<file path="src/rtl/tsup_pkg.sv">
`timescale 1ns/1ps
// Shared types for the thermal supervisor.
// The protective modes are ordered by severity so they can be compared numerically.
package tsup_pkg;
    typedef enum logic [1:0] {
        MODE_NORMAL = 2'd0,
        MODE_SLOW   = 2'd1,
        MODE_PAUSE  = 2'd2,
        MODE_SHUT   = 2'd3
    } tsup_mode_e;
endpackage

</file>
<file path="src/rtl/tsup_scan.sv">
`timescale 1ns/1ps
// tsup_scan: interval timer and sensor poller.
// Every SCAN_PERIOD cycles it reads NUM_SNS sensors in index order over a
// request/acknowledge port and stores the readings. It pulses scan_done one
// cycle after the last reading has been captured.
// Assumes the sensor side answers each request eventually; a tick that
// arrives while a scan is still running is skipped.
module tsup_scan #(
    parameter int NUM_SNS     = 6,
    parameter int TW          = 10,
    parameter int SCAN_PERIOD = 100_000_000,
    localparam int IDX_W = (NUM_SNS > 1) ? $clog2(NUM_SNS) : 1,
    localparam int CNT_W = (SCAN_PERIOD > 1) ? $clog2(SCAN_PERIOD) : 1
) (
    input  logic                  clk,
    input  logic                  rst_n,
    output logic                  sns_req,
    output logic [IDX_W-1:0]      sns_sel,
    input  logic                  sns_ack,
    input  logic [TW-1:0]         sns_data,
    output logic [NUM_SNS*TW-1:0] readings,
    output logic                  scan_done
);
    logic [CNT_W-1:0] cnt_q;
    logic             tick;
    logic             busy_q;
    logic [IDX_W-1:0] idx_q;
    logic [TW-1:0]    rd_q [NUM_SNS];

    assign tick    = (cnt_q == CNT_W'(SCAN_PERIOD - 1));
    assign sns_req = busy_q;
    assign sns_sel = idx_q;

    // Free-running interval counter that sets the scan rate.
    always_ff @(posedge clk) begin
        if (!rst_n)    cnt_q <= '0;
        else if (tick) cnt_q <= '0;
        else           cnt_q <= cnt_q + 1'b1;
    end

    // Poll sequencer: walk the sensors in order and flag completion.
    always_ff @(posedge clk) begin
        if (!rst_n) begin
            busy_q    <= 1'b0;
            idx_q     <= '0;
            scan_done <= 1'b0;
        end else begin
            scan_done <= 1'b0;
            if (!busy_q) begin
                if (tick) begin
                    busy_q <= 1'b1;
                    idx_q  <= '0;
                end
            end else if (sns_ack) begin
                if (idx_q == IDX_W'(NUM_SNS - 1)) begin
                    busy_q    <= 1'b0;
                    scan_done <= 1'b1;
                end else begin
                    idx_q <= idx_q + 1'b1;
                end
            end
        end
    end

    // One capture register per sensor, loaded when its acknowledge arrives.
    for (genvar g = 0; g < NUM_SNS; g++) begin : g_rd
        always_ff @(posedge clk) begin
            if (!rst_n)
                rd_q[g] <= '0;
            else if (busy_q && sns_ack && idx_q == IDX_W'(g))
                rd_q[g] <= sns_data;
        end
        assign readings[g*TW +: TW] = rd_q[g];
    end

    AST_REQ_HOLD: assert property (@(posedge clk) disable iff (!rst_n)
        (sns_req && !sns_ack) |=> (sns_req && $stable(sns_sel)));
    AST_SEL_RANGE: assert property (@(posedge clk) disable iff (!rst_n)
        sns_req |-> (sns_sel <= IDX_W'(NUM_SNS - 1)));
endmodule

</file>
<file path="src/rtl/tsup_eval.sv">
`timescale 1ns/1ps
// tsup_eval: judges one completed scan.
// For each sensor it flags readings above the trip level and below the
// resume level, and computes the rise since the previous scan (0 when the
// reading fell or when no previous scan exists). It reports the largest rise
// and the lowest index that is over the trip level. The previous readings are
// stored on scan_done.
// Assumes resume_level < trip_level.
module tsup_eval #(
    parameter int NUM_SNS = 6,
    parameter int TW      = 10,
    localparam int IDX_W = (NUM_SNS > 1) ? $clog2(NUM_SNS) : 1
) (
    input  logic                  clk,
    input  logic                  rst_n,
    input  logic                  scan_done,
    input  logic [NUM_SNS*TW-1:0] readings,
    input  logic [TW-1:0]         trip_level,
    input  logic [TW-1:0]         resume_level,
    output logic                  any_over,
    output logic                  all_below,
    output logic [TW-1:0]         max_rise,
    output logic [IDX_W-1:0]      first_idx
);
    logic [NUM_SNS-1:0] over;
    logic [NUM_SNS-1:0] below;
    logic [TW-1:0]      rise   [NUM_SNS];
    logic [TW-1:0]      prev_q [NUM_SNS];
    logic               prev_ok_q;

    // Marks that a previous scan is available for rise computation.
    always_ff @(posedge clk) begin
        if (!rst_n)         prev_ok_q <= 1'b0;
        else if (scan_done) prev_ok_q <= 1'b1;
    end

    for (genvar g = 0; g < NUM_SNS; g++) begin : g_sns
        logic [TW-1:0] cur;
        assign cur      = readings[g*TW +: TW];
        assign over[g]  = (cur > trip_level);
        assign below[g] = (cur < resume_level);
        assign rise[g]  = (prev_ok_q && cur > prev_q[g]) ? (cur - prev_q[g]) : '0;

        // Keeps this sensor's reading from the last finished scan.
        always_ff @(posedge clk) begin
            if (!rst_n)         prev_q[g] <= '0;
            else if (scan_done) prev_q[g] <= cur;
        end
    end

    assign any_over  = |over;
    assign all_below = &below;

    // Largest per-sensor rise in this scan.
    always_comb begin
        max_rise = '0;
        for (int k = 0; k < NUM_SNS; k++)
            if (rise[k] > max_rise) max_rise = rise[k];
    end

    // Lowest-numbered sensor above the trip level.
    always_comb begin
        first_idx = '0;
        for (int k = NUM_SNS - 1; k >= 0; k--)
            if (over[k]) first_idx = IDX_W'(k);
    end

    AST_BELOW_EXCL: assert property (@(posedge clk) disable iff (!rst_n)
        (resume_level < trip_level && all_below) |-> !any_over);
endmodule

</file>
<file path="src/rtl/tsup_mode.sv">
`timescale 1ns/1ps
// tsup_mode: protective mode controller and sticky status.
// At each scan_done it trips out of normal mode, escalates the mode, or
// resumes according to the scan evaluation. It drives one action output per
// protective mode, a restart pulse after a shutdown, and the first-trip record.
// Assumes rate_pause <= rate_shut.
module tsup_mode
    import tsup_pkg::*;
#(
    parameter int NUM_SNS = 6,
    parameter int TW      = 10,
    localparam int IDX_W  = (NUM_SNS > 1) ? $clog2(NUM_SNS) : 1,
    localparam int STAT_W = IDX_W + 3
) (
    input  logic              clk,
    input  logic              rst_n,
    input  logic              scan_done,
    input  logic              any_over,
    input  logic              all_below,
    input  logic [TW-1:0]     max_rise,
    input  logic [IDX_W-1:0]  first_idx,
    input  logic [TW-1:0]     rate_pause,
    input  logic [TW-1:0]     rate_shut,
    input  logic              stat_clr,
    output logic              eng_throttle,
    output logic              eng_pause,
    output logic              dom_power_off,
    output logic              eng_restart,
    output logic [STAT_W-1:0] status_word
);
    tsup_mode_e         mode_q;
    tsup_mode_e         pick;
    logic               restart_q;
    logic [STAT_W-1:0]  stat_q;
    logic               trip_entry;

    // Action chosen by the rise rate of this scan.
    always_comb begin
        if (max_rise >= rate_shut)       pick = MODE_SHUT;
        else if (max_rise >= rate_pause) pick = MODE_PAUSE;
        else                             pick = MODE_SLOW;
    end

    assign trip_entry = scan_done && (mode_q == MODE_NORMAL) && any_over;

    // Mode register: trip, escalate or resume, once per finished scan.
    always_ff @(posedge clk) begin
        if (!rst_n) begin
            mode_q    <= MODE_NORMAL;
            restart_q <= 1'b0;
        end else begin
            restart_q <= 1'b0;
            if (scan_done) begin
                if (mode_q == MODE_NORMAL) begin
                    if (any_over) mode_q <= pick;
                end else if (all_below) begin
                    mode_q    <= MODE_NORMAL;
                    restart_q <= (mode_q == MODE_SHUT);
                end else if (any_over && pick > mode_q) begin
                    mode_q <= pick;
                end
            end
        end
    end

    // Sticky first-trip record; a capture takes precedence over a clear.
    always_ff @(posedge clk) begin
        if (!rst_n)
            stat_q <= '0;
        else if (trip_entry && (!stat_q[STAT_W-1] || stat_clr))
            stat_q <= {1'b1, 2'(pick), first_idx};
        else if (stat_clr)
            stat_q <= '0;
    end

    assign eng_throttle  = (mode_q == MODE_SLOW);
    assign eng_pause     = (mode_q == MODE_PAUSE);
    assign dom_power_off = (mode_q == MODE_SHUT);
    assign eng_restart   = restart_q;
    assign status_word   = stat_q;

    AST_MODE_ON_SCAN: assert property (@(posedge clk) disable iff (!rst_n)
        !scan_done |=> $stable(mode_q));
    AST_HOLD_UNTIL_COOL: assert property (@(posedge clk) disable iff (!rst_n)
        (mode_q != MODE_NORMAL && scan_done && !all_below) |=> (mode_q != MODE_NORMAL));
    AST_NO_DEESCALATE: assert property (@(posedge clk) disable iff (!rst_n)
        (mode_q != MODE_NORMAL && !all_below) |=> (mode_q >= $past(mode_q)));
    AST_RESTART_AFTER_SHUT: assert property (@(posedge clk) disable iff (!rst_n)
        eng_restart |-> ($past(mode_q) == MODE_SHUT && mode_q == MODE_NORMAL));
    AST_STATUS_STICKY: assert property (@(posedge clk) disable iff (!rst_n)
        (stat_q[STAT_W-1] && !stat_clr) |=> $stable(stat_q));
endmodule

</file>
<file path="src/rtl/thermal_supervisor.sv">
`timescale 1ns/1ps
// thermal_supervisor: top level. It polls the temperature sensors at a fixed
// interval, judges each finished scan, and drives the protective action,
// restart and status outputs.
// Assumes resume_level < trip_level and rate_pause <= rate_shut.
module thermal_supervisor #(
    parameter int NUM_SNS     = 6,
    parameter int TW          = 10,
    parameter int SCAN_PERIOD = 100_000_000,
    localparam int IDX_W  = (NUM_SNS > 1) ? $clog2(NUM_SNS) : 1,
    localparam int STAT_W = IDX_W + 3
) (
    input  logic              clk,
    input  logic              rst_n,
    input  logic [TW-1:0]     trip_level,
    input  logic [TW-1:0]     resume_level,
    input  logic [TW-1:0]     rate_pause,
    input  logic [TW-1:0]     rate_shut,
    output logic              sns_req,
    output logic [IDX_W-1:0]  sns_sel,
    input  logic              sns_ack,
    input  logic [TW-1:0]     sns_data,
    input  logic              stat_clr,
    output logic              eng_throttle,
    output logic              eng_pause,
    output logic              dom_power_off,
    output logic              eng_restart,
    output logic [STAT_W-1:0] status_word
);
    logic [NUM_SNS*TW-1:0] readings;
    logic                  scan_done;
    logic                  any_over;
    logic                  all_below;
    logic [TW-1:0]         max_rise;
    logic [IDX_W-1:0]      first_idx;

    tsup_scan #(.NUM_SNS(NUM_SNS), .TW(TW), .SCAN_PERIOD(SCAN_PERIOD)) u_scan (
        .clk       (clk),
        .rst_n     (rst_n),
        .sns_req   (sns_req),
        .sns_sel   (sns_sel),
        .sns_ack   (sns_ack),
        .sns_data  (sns_data),
        .readings  (readings),
        .scan_done (scan_done)
    );

    tsup_eval #(.NUM_SNS(NUM_SNS), .TW(TW)) u_eval (
        .clk          (clk),
        .rst_n        (rst_n),
        .scan_done    (scan_done),
        .readings     (readings),
        .trip_level   (trip_level),
        .resume_level (resume_level),
        .any_over     (any_over),
        .all_below    (all_below),
        .max_rise     (max_rise),
        .first_idx    (first_idx)
    );

    tsup_mode #(.NUM_SNS(NUM_SNS), .TW(TW)) u_mode (
        .clk           (clk),
        .rst_n         (rst_n),
        .scan_done     (scan_done),
        .any_over      (any_over),
        .all_below     (all_below),
        .max_rise      (max_rise),
        .first_idx     (first_idx),
        .rate_pause    (rate_pause),
        .rate_shut     (rate_shut),
        .stat_clr      (stat_clr),
        .eng_throttle  (eng_throttle),
        .eng_pause     (eng_pause),
        .dom_power_off (dom_power_off),
        .eng_restart   (eng_restart),
        .status_word   (status_word)
    );
endmodule

</file>
<file path="config.mk">
export PLATFORM = sky130hd
export DESIGN_NAME = thermal_supervisor
export DESIGN_NICKNAME = d
export VERILOG_FILES = /design/src/rtl/tsup_pkg.sv /design/src/rtl/tsup_scan.sv /design/src/rtl/tsup_eval.sv /design/src/rtl/tsup_mode.sv /design/src/rtl/thermal_supervisor.sv
export SDC_FILE = /design/constraint.sdc
export NUM_CORES = 1
export LEC_CHECK = 0
export BUFFER_PORTS_ARGS = -buffer_cell sky130_fd_sc_hd__buf_4
export CAP_MARGIN = 20
export CELL_PAD_IN_SITES_DETAIL_PLACEMENT = 1
export CELL_PAD_IN_SITES_GLOBAL_PLACEMENT = 1
export CORE_UTILIZATION = 43
export DETAILED_ROUTE_END_ITERATION = 10
export PLACE_DENSITY_LB_ADDON = 0.3
export SLEW_MARGIN = 30
export SYNTH_ARGS = -nofsm -noshare
export SYNTH_HDL_FRONTEND = slang
export SYNTH_SLANG_ARGS = --single-unit
</file>
<file path="constraint.sdc">
create_clock -name clk -period 23.9 [get_ports clk]
set_input_delay 4.78 -clock clk [delete_from_list [all_inputs] [get_ports clk]]
set_output_delay 4.78 -clock clk [all_outputs]
set_load 0.01 [all_outputs]
</file>
Word level (Yosys, flattened, before mapping) --
Memories as Yosys holds them, arrays and structs flattened. Index checks and enable logic that the tools add are counted.
Word-level totals: word-level logic and storage cells 172, output and inout port bits 14, input port bits 54, memory bits (writable) 120, register bits 42, memories 2
Operators by class: muxes and demuxes 69, eq/ne operators 12, add/sub/neg operators 8, reductions and logical operators 31, order comparisons 27, bitwise gates (word level) 15
Memories:
- u_eval.prev_q | depth 6, width 10, read ports 6, clocked after Yosys merged registers in 0, wr ports 6, RTL line tsup_eval.sv:28 | logic [TW-1:0] prev_q [NUM_SNS];
- u_scan.rd_q | depth 6, width 10, read ports 6, clocked after Yosys merged registers in 0, wr ports 6, RTL line tsup_scan.sv:28 | logic [TW-1:0] rd_q [NUM_SNS];
Operator list (count):
- two-way mux 10 bit | 24
- greater-than comparator 10 bit | 17
- less-than comparator 10 bit | 6
- subtractor 10 bit | 6
- two-way mux 3 bit | 10
- adder 27 x 1 -> 27 bit, second input constant | 1
- == test 27 bit, second input constant | 1
- two-way mux 1 bit | 27
- greater-or-equal comparator 10 bit | 2
- logical AND 1 bit | 17
- two-way mux 2 bit | 6
- two-way mux 6 bit | 2
- OR 1 bit | 12
- greater-than comparator 10 x 1 -> 1 bit, second input constant | 1
- AND reduction 3 bit | 3
- == test 3 x 2 -> 1 bit, second input constant | 2
- == test 3 bit, second input constant | 2
- AND reduction 6 bit | 1
- OR reduction 6 bit | 1
- == test 2 bit, second input constant | 2
- != test 2 bit, second input constant | 2
- nonzero test 2 bit | 2
- OR reduction 4 bit | 1
- adder 3 x 1 -> 3 bit, second input constant | 1
- other kinds (11) | 13

Longest topological paths before layout --
depth in word-level cells 23, mapped depth 72

Hierarchy --
Synthesis repeated with hierarchy kept, for this count alone.
Unflattened totals: cells, all modules 1614, area, all modules 14890.5 µm²
Modules (own cells, without submodules):
- tsup_eval | cells an instance 1179, area each 10092.2 µm², instances 1
- tsup_scan | cells an instance 323, area each 3831.2 µm², instances 1
- tsup_mode | cells an instance 112, area each 967.2 µm², instances 1

Worst setup path after synthesis --
Ideal clock, no wire load.
path kind flip-flop to flip-flop, start memory u_scan.rd_q[0][0], end register u_mode.mode_q[0], slack 10299 ps, library setup time 117 ps, cell stages (with the launch flop) 68, buffers on the path 6, clock period less this slack 13601 ps, arrival time 13484 ps, cells stage by stage edfxtp_1 -> inv_1 -> ha_1 -> inv_1 -> fa_1 -> a21oi_1 -> o211ai_2 -> a221o_1 -> nor2b_1 -> clkbuf_1 -> nand2_1 -> ha_1 -> a21o_1 -> a221oi_1 -> a21oi_1 -> o31ai_4 -> clkbuf_1 -> nor3_1 -> (+32 left out) -> nand2_1 -> clkbuf_1 -> nor2_1 -> a211oi_2 -> ha_1 -> a21o_1 -> a21o_1 -> a211oi_1 -> o21bai_1 -> a31oi_1 -> o21ai_0 -> or2_2 -> ha_1 -> a21oi_1 -> a21oi_1 -> o221ai_1 -> o21a_1 -> a32o_1
RTL lines:
- start, declared | RTL line tsup_scan.sv:28
- end signal, assigned | RTL line tsup_mode.sv:55 | if (any_over) mode_q <= pick;
- end signal, assigned | RTL line tsup_mode.sv:60 | mode_q <= pick;
- end, declared | RTL line tsup_mode.sv:31 | tsup_mode_e mode_q;

==> metrics.txt <==
number of levels the H-tree was split into 4; ys async rst share 0%; share of layout cells above drive strength 1 8.70%; Placed Area 0.0154 mm²; fraction of post-synthesis cell area in the top cell type by area 24.9%; sort of element at the end of the critical path flop; top cells by area, synth sky130_fd_sc_hd__edfxtp_1 25%, sky130_fd_sc_hd__ha_1 22%, sky130_fd_sc_hd__dfxtp_1 5.8%; area enclosed by the die boundary 0.0343 mm²; slew at the pin with the worst max-slew slack 916 ps; share of the yosys chip area belonging to registers slightly above 30%; most frequent cell after synthesis sky130_fd_sc_hd__ha_1; I/O Buffers 67; max incr delay on CP just over 700 ps; Final Cycle Share between 60% and 70%; leading register cell type out of synthesis sky130_fd_sc_hd__edfxtp_1; I/O pin cnt 68; number of remaining DRC errors 0; top cell type by total area after synthesis sky130_fd_sc_hd__edfxtp_1; setup slack of the worst register-to-register path 7930 ps; maximum clock insertion buffer count 2; Buffers & Inverters on Critical Path 5; Highest Clock Rate around 63 MHz; area of all placed cells without fillers 0.0160 mm²; instance count along the most critical hold path 2; Yosys reg bits around 160; hold_sp u_mode.status_word[5]; R2R depth 65; synthesis-to-layout area growth 10.9%; normalized max-slew margin ~40%; Net count, final roughly 2,000; critical register-to-register path startpoint u_scan.rd_q[0][0]; cells after synthesis approximately 1,600; starting utilization of the core area 44.1%; grt total ovfl 0; setup bufs post-CTS 0; number of warning messages in the yosys log 0; cell with the most instances on the worst path sky130_fd_sc_hd__ha_1; most used standard cells in the synthesized netlist 251 x sky130_fd_sc_hd__ha_1, 163 x sky130_fd_sc_hd__inv_1, 120 x sky130_fd_sc_hd__edfxtp_1; Worst Clk Skew 13.4 ps; number of antenna repair diodes 0; number of gates on the worst path with buffers counted 65; largest fanout of any net on the critical path 19; DRT met1 WL 20,200 µm; TritonCTS clock tree done; combined area of all synthesized cells around 0.014 mm²; Synth cell types 85; count of hold buffers inserted by post-cts repair 0; count of nets left with antenna violations after detail routing 0; number of core rows 66; clock tree root driver cell sky130_fd_sc_hd__clkbuf_16; Hold Vio Cnt, Final 0; vias in the first global route between 10,000 and 15,000; unrepaired setup endpoints after global routing no; family with the most delay on the worst path compound AO/OA/AOI/OAI gates; Resized cells post-CTS 0; wire length of the first global-routing pass ~69,000 µm; TritonRoute pass-1 iters 5; highest routing layer actually used met4; number of buffers added by the clock tree synthesis step 17; chip height 185 µm; post-detailed-placement half-perimeter wirelength 35,600 µm; peak ir drop on the vdd network 0.0568 mV; Routed Wire Length 44,000 µm; sum of negative setup slack 0 ps; final number of max-transition violations 0; die extent in x 185 µm; power density over the cells 43.9 mW/mm²; clock insertion delay at the later pin of the skew report 450 ps; data required time of the critical path ~24,000 ps; clock-pin transition on the worst setup and hold timing paths 70 ps; final critical path time including I/O delays and setup 15,970 ps; routed wl met3 ~1100 µm; initial antenna violation count 1; Critical Setup Path Class reg -> reg; endpoint of the worst hold path u_mode.status_word[5]; endpoint of the most critical register-to-register path u_mode.mode_q[1]; Num Clock Sinks 162; final weighted congestion in routability-driven placement about 0.92; number of max-cap violations 0; core area 0.0328 mm²; largest net degree at the start of global routing 73; initial drt markers 715; Critical Path AT 16,310 ps; # fillers 3,820; startpoint kind of the worst setup timing path flop; cell with the biggest individual delay on the critical path sky130_fd_sc_hd__o311ai_4; net count after synthesis 1,886; total global routing track utilization around a quarter; Mapped Avg Cell Area 9.17 µm²; Finish-stage setup viols 0; met2 layer wire length in the routed design ~21,000 µm; vias per cell 5.78; count of flip-flops with a built-in enable after synthesis 120; status completed; routed length per placed instance 21.0 µm; via count 12,100; worst hold path class reg -> reg; leakage power 0.00763 µW
==> power breakdown <==
| part | switching, µW | internal [µW] |
|---|---|---|
| clock network | 122 | 151 |
| logic | 67.8 | 46.3 |
| registers | 9.11 | 308 |
| total | 199 | 506 |
==> cell usage in the layout (no fill, tap or decap), types with 6 or more instances in the layout <==
cell	instances
sky130_fd_sc_hd__o21ai_0	60
sky130_fd_sc_hd__nor2b_1	29
sky130_fd_sc_hd__fa_1	6
sky130_fd_sc_hd__ha_1	251
sky130_fd_sc_hd__nand4_1	34
sky130_fd_sc_hd__nand2b_1	13
sky130_fd_sc_hd__mux2i_1	16
sky130_fd_sc_hd__clkbuf_16	19
sky130_fd_sc_hd__nand3_1	50
sky130_fd_sc_hd__a31oi_1	13
sky130_fd_sc_hd__o21a_1	15
sky130_fd_sc_hd__nor4_1	8
sky130_fd_sc_hd__xor2_1	29
sky130_fd_sc_hd__nand2_1	80
sky130_fd_sc_hd__edfxtp_1	120
sky130_fd_sc_hd__xnor2_1	33
sky130_fd_sc_hd__and3_1	69
sky130_fd_sc_hd__a21o_1	61
sky130_fd_sc_hd__a21oi_1	91
sky130_fd_sc_hd__a211oi_1	9
sky130_fd_sc_hd__inv_1	163
sky130_fd_sc_hd__buf_4	76
sky130_fd_sc_hd__nor2_1	105
sky130_fd_sc_hd__and2_1	83
sky130_fd_sc_hd__dfxtp_1	42
sky130_fd_sc_hd__o21bai_1	9
sky130_fd_sc_hd__nor3_1	30
sky130_fd_sc_hd__a221o_1	6
sky130_fd_sc_hd__o211ai_1	12
==> through the flow <==
| stage | hold WS [ps] | instances | util [%] | power (µW) | setup WS [ps] |
|---|---|---|---|---|---|
| final | 486 | 2098 | 48.9 | 704 | 7930 |
| after floorplan | 453 | 1575 | - | 393 | 10300 |
| after CTS | 484 | 2098 | 48.9 | 707 | 7990 |
| after detailed placement | 470 | 2066 | 47.1 | 436 | 8030 |
| after global placement | 461 | 2066 | 47.1 | 430 | 8650 |
| after global routing | 511 | 2098 | 48.9 | 729 | 6680 |
==> routing by layer <==
| metal | global-route usage, % | vias to the layer above |
|---|---|---|
| met1 | 33.6 | 5929 |
| met5 | 0 | - |
| met2 | 44.7 | 243 |
| met4 | 12.0 | 0 |
| li1 | - | 5864 |
| met3 | 2.36 | 98 |
==> worst max-delay path by stage <==
stage | slack (ps) | endpoint | from
after floorplan | 10300 | u_mode.mode_q[0] | u_scan.rd_q[0][0]
after global placement | 8650 | u_mode.mode_q[0] | u_scan.rd_q[0][0]
after detailed placement | 8030 | u_mode.mode_q[1] | u_scan.rd_q[0][0]
after CTS | 7990 | u_mode.mode_q[1] | u_scan.rd_q[0][0]
after global routing | 6680 | u_mode.mode_q[1] | u_scan.rd_q[0][0]
final | 7930 | u_mode.mode_q[1] | u_scan.rd_q[0][0]
==> area by class of cell <==
class / count / area, µm² / area share (%)
clock inverter: 10 / 80.1 / 0.500
tap: 442 / 553 / 3.45
sequential: 162 / 4440 / 27.7
timing repair buffer: 76 / 571 / 3.56
clock buffer: 22 / 497 / 3.10
inverter: 164 / 616 / 3.84
multi-input combinational: 1222 / 9270 / 57.8
==> kinds of logic (layout without fill, tap and decap cells) <==
| group | Yosys count | after routing | share of synthesized area, % |
|---|---|---|---|
| AND/OR/NAND/NOR | 542 | 542 | 20.1 |
| AO/OA/AOI/OAI | 335 | 335 | 15.7 |
| adder cells (fa/ha/maj) | 257 | 257 | 22.6 |
| buffers and inverters | 191 | 272 | 5.13 |
| flip-flops | 162 | 162 | 30.8 |
| XOR/XNOR | 63 | 63 | 3.87 |
| multiplexers | 25 | 25 | 1.90 |
==> worst reg2reg max path, delay by kind of cell, from the launching register on <==
kind / cells / cell delay (ps)
flops: 1 / 380
fa+ha+maj: 9 / 2500
compound gates: 35 / 7930
mux: 4 / 1360
buf+inv: 5 / 530
simple gates: 12 / 3160
==> sequential cells by signal, indices dropped and copies added, names as in the netlist, 2 cells and up <==
name and flops:
u_eval.prev_q 60, u_mode.mode_q 2, u_mode.status_word 6, u_scan.cnt_q 27, u_scan.rd_q 60, u_scan.sns_sel 3
No activity file was read; power rests on OpenSTA's default activity.
